`src/rtl/flowctl_pkg.sv`:
```
`timescale 1ns/1ps
package flowctl_pkg;

    localparam int REG_ADDR_W = 3;
    localparam int STAT_W     = 8;

    // bit positions inside the feature, enable and status bytes
    localparam int FEAT_AUTO_CTS = 7;
    localparam int FEAT_AUTO_RTS = 6;
    localparam int FEAT_UNLOCK   = 4;
    localparam int IEN_CTS       = 7;
    localparam int IEN_RXRDY     = 0;
    localparam int ST_CTS        = 5;
    localparam int ST_RXRDY      = 2;

    typedef enum logic [REG_ADDR_W-1:0] {
        REG_FEAT   = 3'd0,
        REG_IEN    = 3'd1,
        REG_RTS_HI = 3'd2,
        REG_RTS_LO = 3'd3,
        REG_TRIG   = 3'd4
    } reg_sel_e;

    typedef struct packed {
        logic auto_cts;
        logic auto_rts;
        logic unlock;
        logic ie_cts;
        logic ie_rx;
    } ctl_t;

    typedef struct packed {
        logic cts_chg;
        logic rx_rdy;
    } pend_t;

    function automatic logic [STAT_W-1:0] pack_status(pend_t p);
        logic [STAT_W-1:0] s;
        s           = '0;
        s[ST_CTS]   = p.cts_chg;
        s[ST_RXRDY] = p.rx_rdy;
        return s;
    endfunction

endpackage

```
`src/rtl/flowctl_regs.sv`:
```
`timescale 1ns/1ps
module flowctl_regs
    import flowctl_pkg::*;
#(
    parameter int LVL_W = 6
) (
    input  logic                  clk,
    input  logic                  rst,
    input  logic                  wr_en,
    input  logic [REG_ADDR_W-1:0] wr_addr,
    input  logic [7:0]            wr_data,
    output ctl_t                  ctl,
    output logic [LVL_W-1:0]      mark_hi,
    output logic [LVL_W-1:0]      mark_lo,
    output logic [LVL_W-1:0]      trig
);

    always_ff @(posedge clk) begin
        if (rst) begin
            ctl     <= '0;
            mark_hi <= '1;
            mark_lo <= '0;
            trig    <= LVL_W'(1);
        end else if (wr_en) begin
            case (wr_addr)
                REG_FEAT: begin
                    ctl.auto_cts <= wr_data[FEAT_AUTO_CTS];
                    ctl.auto_rts <= wr_data[FEAT_AUTO_RTS];
                    ctl.unlock   <= wr_data[FEAT_UNLOCK];
                end
                REG_IEN: begin
                    ctl.ie_rx <= wr_data[IEN_RXRDY];
                    if (ctl.unlock)
                        ctl.ie_cts <= wr_data[IEN_CTS];
                end
                REG_RTS_HI: mark_hi <= wr_data[LVL_W-1:0];
                REG_RTS_LO: mark_lo <= wr_data[LVL_W-1:0];
                REG_TRIG:   trig    <= wr_data[LVL_W-1:0];
                default: ;
            endcase
        end
    end

    // the interrupt enable for clear-to-send is locked while unlock is clear
    a_r3_ien_locked: assert property (@(posedge clk) disable iff (rst)
        (wr_en && wr_addr == REG_IEN && !ctl.unlock) |=> $stable(ctl.ie_cts));

endmodule

```
`src/rtl/flowctl_txgate.sv`:
```
`timescale 1ns/1ps
module flowctl_txgate (
    input  logic clk,
    input  logic rst,
    input  logic cts_n,
    input  logic auto_cts,
    input  logic tx_start_req,
    input  logic tx_stop_done,
    output logic tx_start_ok,
    output logic cts_deassert
);

    logic cts_ff1, cts_sync, cts_prev, busy;

    always_ff @(posedge clk) begin
        if (rst) begin
            cts_ff1  <= 1'b1;
            cts_sync <= 1'b1;
            cts_prev <= 1'b1;
        end else begin
            cts_ff1  <= cts_n;
            cts_sync <= cts_ff1;
            cts_prev <= cts_sync;
        end
    end

    assign cts_deassert = cts_sync & ~cts_prev;

    // decision taken in the cycle the transmitter asks; only at a character boundary
    assign tx_start_ok = tx_start_req & ~busy & (~auto_cts | ~cts_sync);

    always_ff @(posedge clk) begin
        if (rst)
            busy <= 1'b0;
        else if (tx_start_ok)
            busy <= 1'b1;
        else if (tx_stop_done)
            busy <= 1'b0;
    end

    // nothing new starts while a character is still in flight
    a_r5_no_restart_in_flight: assert property (@(posedge clk) disable iff (rst)
        (busy && !tx_stop_done) |=> !tx_start_ok);

    // a withdrawn clear-to-send seen by the first flop blocks the next cycle's grant
    a_r6_gate_follows_sync: assert property (@(posedge clk) disable iff (rst)
        (auto_cts && cts_ff1) |=> !(tx_start_ok && auto_cts));

endmodule

```
`src/rtl/flowctl_rts.sv`:
```
`timescale 1ns/1ps
module flowctl_rts #(
    parameter int LVL_W = 6
) (
    input  logic             clk,
    input  logic             rst,
    input  logic             auto_rts,
    input  logic [LVL_W-1:0] level,
    input  logic [LVL_W-1:0] mark_hi,
    input  logic [LVL_W-1:0] mark_lo,
    output logic             rts_n
);

    logic [LVL_W-1:0] lo_eff;
    logic             hold;

    // an inverted band collapses to one entry below the upper mark
    assign lo_eff = (mark_lo >= mark_hi) ? mark_hi - 1'b1 : mark_lo;

    always_ff @(posedge clk) begin
        if (rst)
            hold <= 1'b0;
        else if (level >= mark_hi)
            hold <= 1'b1;
        else if (level <= lo_eff)
            hold <= 1'b0;
    end

    assign rts_n = auto_rts & hold;

    // reaching the upper mark stops the far end
    a_r7_stop_at_high: assert property (@(posedge clk) disable iff (rst)
        (level >= mark_hi) |=> hold);

    // inside the band the previous decision is kept
    a_r8_band_keeps_state: assert property (@(posedge clk) disable iff (rst)
        (level < mark_hi && level > lo_eff) |=> (hold == $past(hold)));

endmodule

```
`src/rtl/flowctl_irq.sv`:
```
`timescale 1ns/1ps
module flowctl_irq
    import flowctl_pkg::*;
#(
    parameter int LVL_W = 6
) (
    input  logic              clk,
    input  logic              rst,
    input  logic              ie_cts,
    input  logic              ie_rx,
    input  logic              cts_deassert,
    input  logic              rd_stat,
    input  logic [LVL_W-1:0]  level,
    input  logic [LVL_W-1:0]  trig,
    output logic [STAT_W-1:0] int_stat,
    output logic              irq
);

    pend_t pend;

    always_ff @(posedge clk) begin
        if (rst) begin
            pend <= '0;
        end else begin
            if (cts_deassert && ie_cts)
                pend.cts_chg <= 1'b1;
            else if (rd_stat)
                pend.cts_chg <= 1'b0;
            pend.rx_rdy <= (level >= trig);
        end
    end

    assign int_stat = pack_status(pend);
    assign irq      = (pend.cts_chg & ie_cts) | (pend.rx_rdy & ie_rx);

    // an enabled withdrawal is latched
    a_r4_event_latched: assert property (@(posedge clk) disable iff (rst)
        (cts_deassert && ie_cts) |=> int_stat[ST_CTS]);

    // a lone read clears the event
    a_r11_read_clears: assert property (@(posedge clk) disable iff (rst)
        (rd_stat && !(cts_deassert && ie_cts)) |=> !int_stat[ST_CTS]);

    // receive-ready tracks the trigger
    a_r10_rx_ready: assert property (@(posedge clk) disable iff (rst)
        (level >= trig) |=> int_stat[ST_RXRDY]);

    // with both enables off no request leaves the block
    a_r12_masked: assert property (@(posedge clk) disable iff (rst)
        (!ie_cts && !ie_rx) |-> !irq);

endmodule

```
`src/rtl/uart_flowctl.sv`:
```
`timescale 1ns/1ps
module uart_flowctl
    import flowctl_pkg::*;
#(
    parameter int LVL_W = 6
) (
    input  logic                  clk,
    input  logic                  rst,
    input  logic                  wr_en,
    input  logic [REG_ADDR_W-1:0] wr_addr,
    input  logic [7:0]            wr_data,
    input  logic                  rd_stat,
    input  logic                  cts_n,
    output logic                  rts_n,
    input  logic                  tx_start_req,
    output logic                  tx_start_ok,
    input  logic                  tx_stop_done,
    input  logic [LVL_W-1:0]      rx_level,
    output logic [STAT_W-1:0]     int_stat,
    output logic                  irq
);

    ctl_t             ctl;
    logic [LVL_W-1:0] mark_hi, mark_lo, trig;
    logic             cts_deassert;
    logic             unused_unlock;

    assign unused_unlock = ctl.unlock;

    flowctl_regs #(.LVL_W(LVL_W)) u_regs (
        .clk     (clk),
        .rst     (rst),
        .wr_en   (wr_en),
        .wr_addr (wr_addr),
        .wr_data (wr_data),
        .ctl     (ctl),
        .mark_hi (mark_hi),
        .mark_lo (mark_lo),
        .trig    (trig)
    );

    flowctl_txgate u_txgate (
        .clk          (clk),
        .rst          (rst),
        .cts_n        (cts_n),
        .auto_cts     (ctl.auto_cts),
        .tx_start_req (tx_start_req),
        .tx_stop_done (tx_stop_done),
        .tx_start_ok  (tx_start_ok),
        .cts_deassert (cts_deassert)
    );

    flowctl_rts #(.LVL_W(LVL_W)) u_rts (
        .clk      (clk),
        .rst      (rst),
        .auto_rts (ctl.auto_rts),
        .level    (rx_level),
        .mark_hi  (mark_hi),
        .mark_lo  (mark_lo),
        .rts_n    (rts_n)
    );

    flowctl_irq #(.LVL_W(LVL_W)) u_irq (
        .clk          (clk),
        .rst          (rst),
        .ie_cts       (ctl.ie_cts),
        .ie_rx        (ctl.ie_rx),
        .cts_deassert (cts_deassert),
        .rd_stat      (rd_stat),
        .level        (rx_level),
        .trig         (trig),
        .int_stat     (int_stat),
        .irq          (irq)
    );

endmodule

```
`config.mk`:
```
export PLATFORM = sky130hd
export DESIGN_NAME = uart_flowctl
export DESIGN_NICKNAME = d
export VERILOG_FILES = /design/src/rtl/flowctl_pkg.sv /design/src/rtl/flowctl_regs.sv /design/src/rtl/flowctl_txgate.sv /design/src/rtl/flowctl_rts.sv /design/src/rtl/flowctl_irq.sv /design/src/rtl/uart_flowctl.sv
export SDC_FILE = /design/constraint.sdc
export NUM_CORES = 1
export LEC_CHECK = 0
export CORE_UTILIZATION = 30
export CTS_CLUSTER_DIAMETER = 80
export CTS_CLUSTER_SIZE = 20
export DETAILED_ROUTE_END_ITERATION = 7
export GPL_TIMING_DRIVEN = 0
export PLACE_DENSITY = 0.5
export REMOVE_ABC_BUFFERS = 1
export SLEW_MARGIN = 20
export SYNTH_ARGS = -nofsm -noshare
export SYNTH_HDL_FRONTEND = slang
export SYNTH_SLANG_ARGS = --single-unit
```
`constraint.sdc`:
```
create_clock -name clk -period 3.8 [get_ports clk]
set_input_delay 0.76 -clock clk [delete_from_list [all_inputs] [get_ports clk]]
set_output_delay 0.76 -clock clk [all_outputs]
set_load 0.01 [all_outputs]
```
After elaboration in Yosys (flattened, before gate mapping)
Cells that the tools add are included.
{ "word_totals": {"out_inout_bits": 11, "in_bits": 24, "wordCells": 54, "ff_bits": 30} }
{ "op_classes": {"n_lt_le_gt_ge": 4, "reduce_logical": 11, "n_eq_ne": 4, "add_sub_neg": 1, "bitwise": 12, "mux": 7} }
{ "ops": {"columns": ["cell", "count"], "rows": [
  ["6-bit >= comparator", 3],
  ["2-bit AND reduction", 5],
  ["1-bit bitwise AND", 6],
  ["3-bit by 2-bit == test with 1-bit output (second input constant)", 2],
  ["6-bit <= comparator", 1],
  ["1-bit 2-to-1 mux", 6],
  ["6-bit 2-to-1 mux", 1],
  ["2-bit nonzero test", 3],
  ["6-bit by 1-bit subtractor with 6-bit output (second input constant)", 1],
  ["1-bit inverter", 4],
  ["3-bit by 1-bit == test with 1-bit output (second input constant)", 1],
  ["3-bit == test (second input constant)", 1],
  ["3-bit logical NOT", 1],
  ["3-bit AND reduction", 1],
  ["1-bit OR", 2],
  ["1-bit logical AND", 1]
]} }

Longest topological paths before layout
Gate-level depths: netlist (run 1).
{ "depth": {"ltp_word": 5, "depth_mapped": 14, "mapped_depth_nobuf": 13} }

Hierarchy
A second synthesis (run 1) with hierarchy kept.
{ "hier_totals": {"cells_unflattened": 198, "hier_area_um2": 1855.5} }
{ "modules_own_cells": {"columns": ["mod", "seq_area_each_um2", "cells_per_inst", "area_each_um2", "n_inst"], "rows": [
  ["flowctl_regs", 460.4, 87, 892.1, 1],
  ["flowctl_rts", 20.0, 67, 573.0, 1],
  ["flowctl_irq", 40.0, 31, 255.2, 1],
  ["flowctl_txgate", 80.1, 13, 135.1, 1]
]} }

Worst setup path before layout (run 1)
No wires, ideal clock.
{ "synth_timing": {"kind": "register to register", "from": "register u_regs.mark_lo[0]", "to": "register u_rts.hold", "n_path_buf": 1, "stages_incl_launch_ff": 14, "t_required_ns": 3.668, "arrival_ns": 2.224, "setup_ns": 0.132, "path_slack_ns": 1.445, "period_less_slack_ns": 2.355, "cell_sequence": "dfxtp_1 > inv_1 > ha_1 > nand2b_4 > a211oi_2 > o21ai_1 > a21o_1 > buf_6 > mux2i_1 > ha_1 > a211oi_1 > nor2_1 > o221ai_1 > a31oi_1"} }
{ "synth_via": {"elab_chain_cells": 4} }
{ "synth_rtl": {"columns": ["item", "line", "source"], "rows": [
  ["from (decl)", "flowctl_regs.sv:14", "output logic [LVL_W-1:0] mark_lo,"],
  ["from (signal assigned)", "flowctl_regs.sv:37", "REG_RTS_LO: mark_lo <= wr_data[LVL_W-1:0];"],
  ["6-bit >= comparator", "flowctl_rts.sv:18", "assign lo_eff = (mark_lo >= mark_hi) ? mark_hi - 1'b1 : mark_lo;"],
  ["6-bit 2-to-1 mux (*)", "flowctl_rts.sv:18", null],
  ["6-bit <= comparator (*)", "flowctl_rts.sv:25", "else if (level <= lo_eff)"],
  ["2-bit nonzero test (no line) (*)", null, null],
  ["to (signal assigned)", "flowctl_rts.sv:22", "hold <= 1'b0;"],
  ["to (signal assigned)", "flowctl_rts.sv:24", "hold <= 1'b1;"],
  ["to (signal assigned)", "flowctl_rts.sv:26", "hold <= 1'b0;"],
  ["to (decl)", "flowctl_rts.sv:15", "logic hold;"]
]} }
Mark *: on every way between the ends. The rest lies on a longest branch, timed or not.
A chain may end at the register's enable or synchronous reset.

Final worst setup path (run 1)
{ "layout_timing": {"from": "input port tx_start_req", "to": "output port tx_start_ok"} }
{ "layout_via": {"elab_chain_cells": 2} }
{ "layout_rtl": {"columns": ["item", "line", "source"], "rows": [
  ["from (decl)", "uart_flowctl.sv:15", "input logic tx_start_req,"],
  ["1-bit bitwise AND (2 in series)", "flowctl_txgate.sv:30", "assign tx_start_ok = tx_start_req & ~busy & (~auto_cts | ~cts_sync);"],
  ["to (decl)", "uart_flowctl.sv:16", "output logic tx_start_ok,"]
]} }
Every way passes these cells.

==> results of run 1 <==
worst register-to-register path: stages, from the launching register on:
cell	delay, ps
dfxtp_1	330
inv_1	50
ha_1	260
nand2b_4	140
a211oi_2	210
o21ai_1	110
a21o_1	300
mux2i_1	230
ha_1	270
a211oi_1	270
nor2_1	80
o221ai_1	160
a31oi_1	100
cell usage after synthesis, drive strengths merged, types with 2 or more instances:
cell     n  area share [%]
mux2i   22              12
nand3    5             1.7
nor3     2             1.2
a211oi   3             1.5
dfxtp   30              33
nor2    21             4.4
o211ai   6             2.5
a21o     2            0.83
inv     21             4.4
a21oi    8             2.2
nand2b   3             1.5
xnor2    3             1.5
o21ai    5             1.4
nand2   14             2.9
or2      3             1.0
buf      8             3.4
ha      25              17
clkbuf   2            0.42
stage by stage:
| step | hold slack (ps) | instances |
|---|---|---|
| global placement | 391.1 | 293 |
| global route | 428.7 | 301 |
| floorplan | 389.5 | 193 |
| CTS | 409.7 | 301 |
| finish | 408.4 | 301 |
| detailed placement | 392.9 | 293 |
power by group through the flow:
stage          registers (mW)  logic (mW)  clock network [mW]
6_report                0.329      0.0999               0.267
5_1_grt                 0.330       0.114               0.294
4_1_cts                 0.329       0.102               0.278
3_5_place_dp            0.336       0.101                   0
3_3_place_gp            0.336       0.101                   0
2_1_floorplan           0.336      0.0506                   0
final cells by class:
type | count | area share, %
Inverter | 21 | 3.549
Sequential cell | 30 | 27.04
Tap cell | 72 | 4.056
Timing Repair Buffer | 28 | 12.62
Multi-Input combinational cell | 142 | 48.45
Clock inverter | 2 | 0.5634
Clock buffer | 6 | 3.718
state kept, by name, indices dropped and copies added (netlist names):
| name | flops |
|---|---|
| u_txgate.cts_sync | 1 |
| u_txgate.busy | 1 |
| u_regs.ctl | 5 |
| u_regs.mark_hi | 6 |
| u_regs.trig | 6 |
| u_txgate.cts_prev | 1 |
| u_irq.int_stat | 2 |
| u_txgate.cts_ff1 | 1 |
| u_regs.mark_lo | 6 |
| u_rts.hold | 1 |
cell usage in the layout (no fill, tap or decap), types with 2 or more instances in the layout:
master / count
nor2_1: 21
mux2i_1: 22
xnor2_1: 3
conb_1: 6
o211ai_1: 6
nand3_1: 4
o21ai_0: 4
or2_2: 3
inv_1: 21
a211oi_1: 2
clkbuf_8: 6
a21o_1: 2
nand2_1: 14
dfxtp_1: 30
nand2b_1: 2
ha_1: 25
a21oi_1: 8
clkdlybuf4s50_1: 28
worst max path at each step:
stage / endpoint / slack, ps / depth (start not counted)
after floorplan: u_rts.hold$_SDFFE_PP0P_ / 1450 / 12
after global placement: tx_start_ok / 930 / 4
after detailed placement: tx_start_ok / 920 / 4
after CTS: tx_start_ok / 920 / 4
after global routing: tx_start_ok / 860 / 4
final: tx_start_ok / 930 / 4
layer usage:
| metal | vias up | routed length (um) |
|---|---|---|
| met4 | 0 | 52 |
| met1 | 592 | 1820 |
| met3 | 6 | 122 |
| li1 | 729 | - |
| met5 | - | 0 |
| met2 | 23 | 1610 |
kinds of logic (layout without fill, tap and decap cells):
logic type                 Yosys count  after routing
and+or+nand+nor                     54             54
adders and majority gates           25             25
other                                1              6
DFF                                 30             30
AOI/OAI and AO/OA                   31             31
xor gates and xnor gates             4              4
muxes                               22             22
buffers and inverters               31             57
==> summary.md, run 1 <==
| Metric | Value |
|---|---|
| Tmin final | `2866 ps` |
| Gr busiest metal | `met2` |
| Fraction of registers with async set/reset | `0%` |
| Avg WL per Cell | `11.97 um` |
| Area of the multi-input gates | `between 1000 and 1500 um2` |
| Hold Crit Class | `flop to flop` |
| Mean Syn Cell Area | `9.119 um2` |
| Worst Tran Pin Value | `879.3 ps` |
| # Max-Cap Violations | `0` |
| Syn Std Cell Area | `about 1800 um2` |
| Achievable Freq | `~350 MHz` |
| Hold Startpoint | `u_txgate.cts_ff1$_SDFF_PP1_` |
| Chip width | `a little under 80 um` |
| Clock Power Share | `between 30% and 40%` |
| Routed Antenna Nets | `0` |
| Final WS setup | `between 900 and 1000 ps` |
| Starting Density | `about a third` |
| GRT met3 Usage | `3.657%` |
| Sequential cell area | `about 600 um2` |
| WHS Path Cells | `1` |
| Flop pwr share | `between 40 and 50%` |
| Initial antenna violation count | `0` |
| Std-Cell Rows | `27` |
| Hold Vio Cnt, Final | `0` |
| Critical R2R Launch | `u_regs.mark_lo[0]$_SDFFE_PP0P_` |
| Clk root buf | `clkbuf_8` |
| Post-CTS sizing | `0` |
| Num CTS Buffers | `5` |
| Mux cell area share after synthesis | `approximately an eighth` |
| Rel. slew slack | `41.20%` |
| H-tree depth | `2` |
| Max stage delay cell, worst path | `clkdlybuf4s50_1` |
| Drt total wl | `around 3600 um` |
| NetSw | `0.1753 mW` |
| GR Overflow Total | `0` |
| Clock latency on the worst-skew pair | `280 ps` |
| Synth warn | `0` |
| Final setup fails | `0` |
| R2r setup slk | `~1100 ps` |
| Full die area | `between 6000 and 7000 um2` |
| Max-slew violation count | `0` |
| Fin nets | `277` |
| Number of enable flip-flop cells after synthesis | `0` |
| Vias in the first global route | `1299` |
| Fillcell total | `just under 600` |
| Synth Area in XOR/XNOR | `around 1.9%` |
| Post-CTS Setup Repair Bufs | `0` |
| Worst path top cell family by delay | `buffers and inverters` |
| Finished Core Util | `around 39%` |
| Slowest stage delay, CP | `around 590 ps` |
| Sequential share of the synthesized area | `33.26%` |
| DRC Markers | `0` |
| Clock Sinks | `30` |
| CTS tree | `done` |
| Number of diodes | `0` |
| GPL Wtd Cong | `0.6962` |
| Compound-cell area share of the yosys netlist | `between 10 and 15%` |
| Synth cell types | `40` |
| Power density over cell area | `313.4 nW/um2` |
| Hold buffer count at CTS | `0` |
| Crit-path cells | `clkdlybuf4s50_1 -> inv_1 -> a211oi_1 -> clkdlybuf4s50_1` |
| Area delta synth->final | `23.01%` |
| Hpwl dp | `2868 um` |
| Largest family of logic cells by synthesized area | `adder cells` |
| Worst-path clk slew | `70 ps` |
| Outcome | `finished clean` |
| Worst IR Drop VDD | `~170 uV` |
| First drt pass iteration count | `2` |
| Via count | `~1400` |
| Synth Area in Simple Gates | `around 15%` |
| GRT met2 Usage | `roughly 20%` |
| Final Cell Area | `between 2000 and 2500 um2` |
| Main synth FF type | `dfxtp_1` |
| Startpoint Class | `input pin` |
| Adder-cell share of the synthesized area | `between 10% and 20%` |
| I/O pin total | `35` |
| Path depth of the worst reg2reg path | `12` |
| Setup TNS | `0 ps` |
| Place WS | `slightly above 900 ps` |
| Most used cell, CP | `clkdlybuf4s50_1` |
| Crit Path Class | `input pin to output port` |
| Total leakage power | `just under 1 nW` |
| Ratio of cells with drive above 1 in the final layout | `6.987%` |
| IO buf count | `28` |
| Worst-path maximum fanout | `2` |
| Clock skew | `around 6.9 ps` |
| R2R Path End | `u_rts.hold$_SDFFE_PP0P_` |
| First-pass GRT wire length | `around 6000 um` |
| Area post-placement | `approximately 2100 um2` |
| Largest net degree at the start of global routing | `25` |
| Number of DRC markers in iteration 0 | `22` |
| Worst setup EP type | `output port` |
| Req. time, crit path | `~3000 ps` |
| Die span in y | `about 80 um` |
| CP arrival | `around 2100 ps` |
| Core area | `about 5600 um2` |
| Internal | `0.5207 mW` |
| Met1 usage in global routing | `between 15 and 20%` |
| GRT Resource Usage Total | `12.91%` |
| Syn Inst Count | `between 150 and 200` |
| RSZ-0062 raised after global routing | `no` |
| Vias per cell | `between 4 and 5` |
| Hold worst-path end | `u_txgate.cts_sync$_SDFF_PP1_` |
| #FFs+latches synth | `30` |
| Fin crit share | `about 75%` |
| Clk buf depth | `2` |
| Bufs and invs on worst path | `3` |
| Overall Power | `about 0.7 mW` |
| Logic pwr share | `between 10% and 20%` |
| Sw frac | `between 20% and 30%` |
| Worst Setup SP | `tx_start_req` |
Power figures use the tool's default switching activity.
==> run 2: changes to the inputs <==
==> constraint.sdc (replaced) <==
create_clock -name clk -period 2.8 [get_ports clk]
set_input_delay 0.56 -clock clk [delete_from_list [all_inputs] [get_ports clk]]
set_output_delay 0.56 -clock clk [all_outputs]
set_load 0.01 [all_outputs]
==> summary.md, run 2 (synthesis gave the netlist of run 1 again) <==
| Metric | Value |
|---|---|
| Outcome | `finished clean (unchanged)` |
| Drt total wl | `3612 um (was 3604 um)` |
| Clock skew | `7.834 ps (was 6.921 ps)` |
| Worst-path clk slew | `70 ps (about the same)` |
| Tmin final | `roughly 2600 ps` |
| Number of DRC markers in iteration 0 | `27 (was 22)` |
| Max stage delay cell, worst path | `dfxtp_1 (was clkdlybuf4s50_1)` |
| Chip width | `79.58 um (unchanged)` |
| Total leakage power | `0.9665 nW (was 0.9682 nW)` |
| Hold Crit Class | `flop to flop (unchanged)` |
| I/O pin total | `35 (unchanged)` |
| Startpoint Class | `flop (was input pin)` |
| Via count | `1348 (was 1350)` |
| Hpwl dp | `2868 um (unchanged)` |
| Fin crit share | `roughly 93%` |
| Critical R2R Launch | `u_regs.mark_lo[0]$_SDFFE_PP0P_ (unchanged)` |
| Crit Path Class | `flop to flop (was input pin to output port)` |
| Starting Density | `32.00% (unchanged)` |
| Number of diodes | `0 (unchanged)` |
| Final setup fails | `0 (unchanged)` |
| Fillcell total | `590 (was 587)` |
| Power density over cell area | `424.4 nW/um2 (was 313.4 nW/um2)` |
| CTS tree | `done (unchanged)` |
| Wl on met1 | `1827 um (was 1820 um)` |
| Rel. slew slack | `41.58% (was 41.20%)` |
| Wire length on met2 | `1621 um (was 1610 um)` |
| Area delta synth->final | `23.28% (was 23.01%)` |
| Sequential cell area | `600.6 um2 (unchanged)` |
| Worst IR Drop VDD | `229.5 uV (was 169.0 uV)` |
| Clk buf depth | `2 (unchanged)` |
| Num CTS Buffers | `5 (unchanged)` |
| Most common cell after layout, fill and taps aside | `dfxtp_1 (unchanged)` |
| GPL Wtd Cong | `0.6962 (unchanged)` |
| R2r setup slk | `180 ps (was 1140 ps)` |
| H-tree depth | `2 (unchanged)` |
| # Max-Cap Violations | `0 (unchanged)` |
| Initial antenna violation count | `0 (unchanged)` |
| Most used cell, CP | `ha_1 (was clkdlybuf4s50_1)` |
| Commonest cells after routing, fill and taps aside | `dfxtp_1, clkdlybuf4s50_1, ha_1 (was dfxtp_1, clkdlybuf4s50_1, ha_1, mux2i_1)` |
| Vias per cell | `4.478 (was 4.485)` |
| Setup TNS | `0 ps (unchanged)` |
| Worst Tran Pin Value | `873.6 ps (was 879.3 ps)` |
| CP arrival | `2740 ps (was 2110 ps)` |
| Hold Vio Cnt, Final | `0 (unchanged)` |
| Full die area | `6332 um2 (unchanged)` |
| WL met3 | `124 um (was 122 um)` |
| Slowest stage delay, CP | `330 ps (was 590 ps)` |
| Path depth of the worst reg2reg path | `12 (unchanged)` |
| Vias in the first global route | `1299 (unchanged)` |
| Largest net degree at the start of global routing | `25 (unchanged)` |
| Max-slew violation count | `0 (unchanged)` |
| DRC Markers | `0 (unchanged)` |
| Req. time, crit path | `2930 ps (was 3040 ps)` |
| Routed Antenna Nets | `0 (unchanged)` |
| First drt pass iteration count | `4 (was 2)` |
| GRT Resource Usage Total | `12.91% (unchanged)` |
| Core area | `5642 um2 (unchanged)` |
| Avg WL per Cell | `12.00 um (was 11.97 um)` |
| Area of the multi-input gates | `1081 um2 (was 1076 um2)` |
| Finished Core Util | `39.45% (was 39.37%)` |
| WHS Path Cells | `1 (unchanged)` |
| Clk root buf | `clkbuf_8 (unchanged)` |
| First-pass GRT wire length | `6092 um (unchanged)` |
| Fin nets | `277 (unchanged)` |
| Achievable Freq | `382.3 MHz` |
| Biggest regs | `u_regs.mark_hi (6), u_regs.mark_lo (6), u_regs.trig (6) (unchanged)` |
| Std-Cell Rows | `27 (unchanged)` |
| Clock Sinks | `30 (unchanged)` |
| Uppermost layer routed | `met4 (unchanged)` |
| Die span in y | `79.58 um (unchanged)` |
| R2R Path End | `u_rts.hold$_SDFFE_PP0P_ (unchanged)` |
| Hold Startpoint | `u_txgate.cts_ff1$_SDFF_PP1_ (unchanged)` |
| RSZ-0062 raised after global routing | `no (unchanged)` |
| IO buf count | `28 (unchanged)` |
| Worst-path maximum fanout | `6 (was 2)` |
| Ratio of cells with drive above 1 in the final layout | `7.860% (was 6.987%)` |
| GR Overflow Total | `0 (unchanged)` |
| Hold worst-path end | `u_txgate.cts_sync$_SDFF_PP1_ (unchanged)` |
| Post-CTS Setup Repair Bufs | `0 (unchanged)` |
| Clock latency on the worst-skew pair | `280 ps (about the same)` |
| Worst setup EP type | `flop (was output port)` |
| Crit-path cells | `inv_1 -> ha_1 -> nand2b_4 -> a211oi_2 -> o21ai_1 -> a21o_2 -> mux2i_2 -> ha_1 -> a211oi_1 -> nor2_1 -> o221ai_1 -> a31oi_1 (was clkdlybuf4s50_1 -> inv_1 -> a211oi_1 -> clkdlybuf4s50_1)` |
## run 2: final cells by class
cell class / count / share of cell area [%]
inverter: 21 / 3.541
multi-input combinational: 142 / 48.57
clock inverter: 2 / 0.5621
sequential: 30 / 26.98
timing repair buffer: 28 / 12.59
clock buffer: 6 / 3.710
tap: 72 / 4.047
## run 2: what timing repair did
action | in CTS | in global routing
gates resized for setup | 0 | 2
setup endpoints to repair | 0 | 1
hold buffers | 0 | 0
## run 2: report_power, final
part           internal [mW]  switching [mW]  total [mW]
logic                 0.0698          0.0660       0.136
clock network          0.197           0.165       0.362
registers              0.440         0.00718       0.447
total                  0.707           0.238       0.945
## run 2: critical path, delay by kind of cell (launching register included)
family | cells | cell delay, ps
compound gates | 6 | 1130
fa+ha+maj | 2 | 560
flops | 1 | 330
simple gates | 2 | 220
mux | 1 | 180
buf+inv | 1 | 50
## run 2: worst max-delay path by stage
stage	end	slack, ps	cells after the start	from
detailed placement	u_rts.hold$_SDFFE_PP0P_	100	12	u_regs.mark_lo[0]$_SDFFE_PP0P_
global placement	u_rts.hold$_SDFFE_PP0P_	140	12	u_regs.mark_lo[0]$_SDFFE_PP0P_
CTS	u_rts.hold$_SDFFE_PP0P_	100	12	u_regs.mark_lo[0]$_SDFFE_PP0P_
finish	u_rts.hold$_SDFFE_PP0P_	180	12	u_regs.mark_lo[0]$_SDFFE_PP0P_
global route	u_rts.hold$_SDFFE_PP0P_	7	12	u_regs.mark_lo[0]$_SDFFE_PP0P_
floorplan	u_rts.hold$_SDFFE_PP0P_	450	12	u_regs.mark_lo[0]$_SDFFE_PP0P_
## run 2: stage by stage
step	instances	hold WS, ps	instance area, um2	setup WS (ps)	total power [mW]
2_1_floorplan	193	389.5	1755	452.7	0.5242
3_3_place_gp	293	391.1	2126	140.5	0.5935
3_5_place_dp	293	392.9	2126	102.5	0.5939
4_1_cts	301	409.7	2221	98.85	0.9623
5_1_grt	301	428.7	2226	7.431	1.002
6_report	301	408.5	2226	184.5	0.9446
## run 2: routing by layer
layer	global-route usage [%]	vias to the layer above
met4	4.909	0
li1	-	728
met3	3.657	5
met2	20.34	23
met1	16.55	592
met5	0	-
==> run 3: changes to the inputs <==
--- a/config.mk
+++ b/config.mk
@@ -10,7 +10,7 @@
 export CTS_CLUSTER_SIZE = 20
 export DETAILED_ROUTE_END_ITERATION = 7
 export GPL_TIMING_DRIVEN = 0
-export PLACE_DENSITY = 0.5
+export PLACE_DENSITY = 0.51
 export REMOVE_ABC_BUFFERS = 1
 export SLEW_MARGIN = 20
 export SYNTH_ARGS = -nofsm -noshare
==> summary.md, run 3 (synthesis gave the netlist of run 1 again) <==
| Metric | Value |
|---|---|
| Std-Cell Rows | `27 (unchanged)` |
| Bufs and invs on worst path | `1 (unchanged)` |
| Gr busiest metal | `met2 (unchanged)` |
| Fillcell total | `577 (was 590)` |
| Num CTS Buffers | `5 (unchanged)` |
| Slowest stage delay, CP | `330 ps (about the same)` |
| CP arrival | `2710 ps (was 2740 ps)` |
| Worst path top cell family by delay | `compound AO/OA/AOI/OAI gates (unchanged)` |
| Die span in y | `79.58 um (unchanged)` |
| Hpwl dp | `2886 um (was 2868 um)` |
| Final setup fails | `0 (unchanged)` |
| GRT Resource Usage Total | `13.15% (was 12.91%)` |
| IO buf count | `28 (unchanged)` |
| Max-slew violation count | `0 (unchanged)` |
| Req. time, crit path | `2940 ps (was 2930 ps)` |
| Setup TNS | `0 ps (unchanged)` |
| Startpoint Class | `flop (unchanged)` |
| Achievable Freq | `389.0 MHz (was 382.3 MHz)` |
| Clock latency on the worst-skew pair | `290 ps (was 280 ps)` |
| Ratio of cells with drive above 1 in the final layout | `6.987% (was 7.860%)` |
| Worst IR Drop VDD | `252.3 uV (was 229.5 uV)` |
| Outcome | `finished clean (unchanged)` |
| Post-CTS sizing | `0 (unchanged)` |
| Number of diodes | `0 (unchanged)` |
| Chip width | `79.58 um (unchanged)` |
| Biggest regs | `u_regs.mark_hi (6), u_regs.mark_lo (6), u_regs.trig (6) (unchanged)` |
| GPL Wtd Cong | `0.7354 (was 0.6962)` |
| Place WS | `198.7 ps (was 102.5 ps)` |
| Most common cell after layout, fill and taps aside | `dfxtp_1 (unchanged)` |
| H-tree depth | `2 (unchanged)` |
| Vias in the first global route | `1267 (was 1299)` |
| Post-CTS Setup Repair Bufs | `0 (unchanged)` |
| Vias per cell | `4.475 (was 4.478)` |
| Area delta synth->final | `25.64% (was 23.28%)` |
| Clk root buf | `clkbuf_8 (unchanged)` |
| First-pass GRT wire length | `6175 um (was 6092 um)` |
| DRC Markers | `0 (unchanged)` |
| CTS tree | `done (unchanged)` |
| RSZ-0062 raised after global routing | `no (unchanged)` |
| Worst Tran Pin Value | `840.2 ps (was 873.6 ps)` |
| Met1 usage in global routing | `18.15% (was 16.55%)` |
| Clock Sinks | `30 (unchanged)` |
| Worst setup EP type | `flop (unchanged)` |
| First drt pass iteration count | `4 (unchanged)` |
| Fin crit share | `91.81% (was 93.41%)` |
| I/O pin total | `35 (unchanged)` |
| Number of DRC markers in iteration 0 | `34 (was 27)` |
| Commonest cells after routing, fill and taps aside | `dfxtp_1, clkdlybuf4s50_1, ha_1, mux2i_1 (was dfxtp_1, clkdlybuf4s50_1, ha_1)` |
| GRT met3 Usage | `3.314% (was 3.657%)` |
| Rel. slew slack | `43.81% (was 41.58%)` |
| Power density over cell area | `499.7 nW/um2 (was 424.4 nW/um2)` |
| Crit Path Class | `flop to flop (unchanged)` |
| Clk buf depth | `2 (unchanged)` |
| Full die area | `6332 um2 (unchanged)` |
| Via count | `1347 (was 1348)` |
| # Max-Cap Violations | `0 (unchanged)` |
| GR Overflow Total | `0 (unchanged)` |
| Crit-path cells | `inv_1 -> ha_1 -> nand2b_4 -> a211oi_2 -> o21ai_1 -> a21o_1 -> mux2i_1 -> ha_1 -> a211oi_1 -> nor2_1 -> o221ai_1 -> a31oi_1 (was inv_1 -> ha_1 -> nand2b_4 -> a211oi_2 -> o21ai_1 -> a21o_2 -> mux2i_2 -> ha_1 -> a211oi_1 -> nor2_1 -> o221ai_1 -> a31oi_1)` |
| Worst-path maximum fanout | `6 (unchanged)` |
| Largest net degree at the start of global routing | `25 (unchanged)` |
| Final Cell Area | `2268 um2 (was 2226 um2)` |
| Starting Density | `32.00% (unchanged)` |
| Clock skew | `13.07 ps (was 7.834 ps)` |
| Drt total wl | `3649 um (was 3612 um)` |
| Worst-path clk slew | `70 ps (about the same)` |
| Total leakage power | `0.9924 nW (was 0.9665 nW)` |
| Routed Antenna Nets | `0 (unchanged)` |
| Core area | `5642 um2 (unchanged)` |
| Fin nets | `277 (unchanged)` |
| Worst hold slack | `416.9 ps (was 408.5 ps)` |
| Hold buffer count at CTS | `0 (unchanged)` |
| Max stage delay cell, worst path | `dfxtp_1 (unchanged)` |
| Avg WL per Cell | `12.12 um (was 12.00 um)` |
| Hold Crit Class | `flop to flop (unchanged)` |
| Tmin final | `2571 ps (was 2616 ps)` |
| GRT met2 Usage | `18.72% (was 20.34%)` |
| Hold Vio Cnt, Final | `0 (unchanged)` |
| Final WS setup | `229.2 ps (was 184.5 ps)` |
| Most used cell, CP | `ha_1 (unchanged)` |
| Initial antenna violation count | `0 (unchanged)` |
| Area post-placement | `2126 um2 (unchanged)` |
-- run 3: metrics by stage --
step	std cells	power, mW	utilization [%]
after floorplan	193	0.5242	-
after global placement	293	0.5928	37.68
after CTS	301	1.147	40.21
final	301	1.134	40.21
after detailed placement	293	0.5939	37.68
after global routing	301	1.192	40.21
-- run 3: where the power goes --
part	internal (mW)	total [mW]	switching, mW
combinational	0.0697	0.135	0.0655
clock	0.380	0.551	0.171
sequential	0.440	0.447	0.00763
-- run 3: final cells by class --
class,count,area [um2],share of cell area (%)
Multi-Input combinational cell,142,1076,47.44
Sequential cell,30,600.6,26.48
Timing Repair Buffer,28,280.3,12.36
Tap cell,72,90.09,3.971
Clock buffer,6,82.58,3.640
Inverter,21,78.83,3.475
Clock inverter,2,60.06,2.648
-- run 3: path summary, 6_finish.rpt --
kind | cells after the start | endpoint | startpoint | slack, ps
worst max-delay path | 12 | u_rts.hold$_SDFFE_PP0P_ | u_regs.mark_lo[0]$_SDFFE_PP0P_ | 230
worst min-delay path | 1 | u_txgate.cts_sync$_SDFF_PP1_ | u_txgate.cts_ff1$_SDFF_PP1_ | 420
worst max register to register | 12 | u_rts.hold$_SDFFE_PP0P_ | u_regs.mark_lo[0]$_SDFFE_PP0P_ | 230
worst min register to register | 1 | u_txgate.cts_sync$_SDFF_PP1_ | u_txgate.cts_ff1$_SDFF_PP1_ | 420
-- run 3: metal layers --
metal / part of all wire [%] / vias to the layer above
met5: 0 / -
met4: 2.2 / 0
met3: 3.0 / 6
met2: 41 / 26
met1: 54 / 584
li1: - / 731
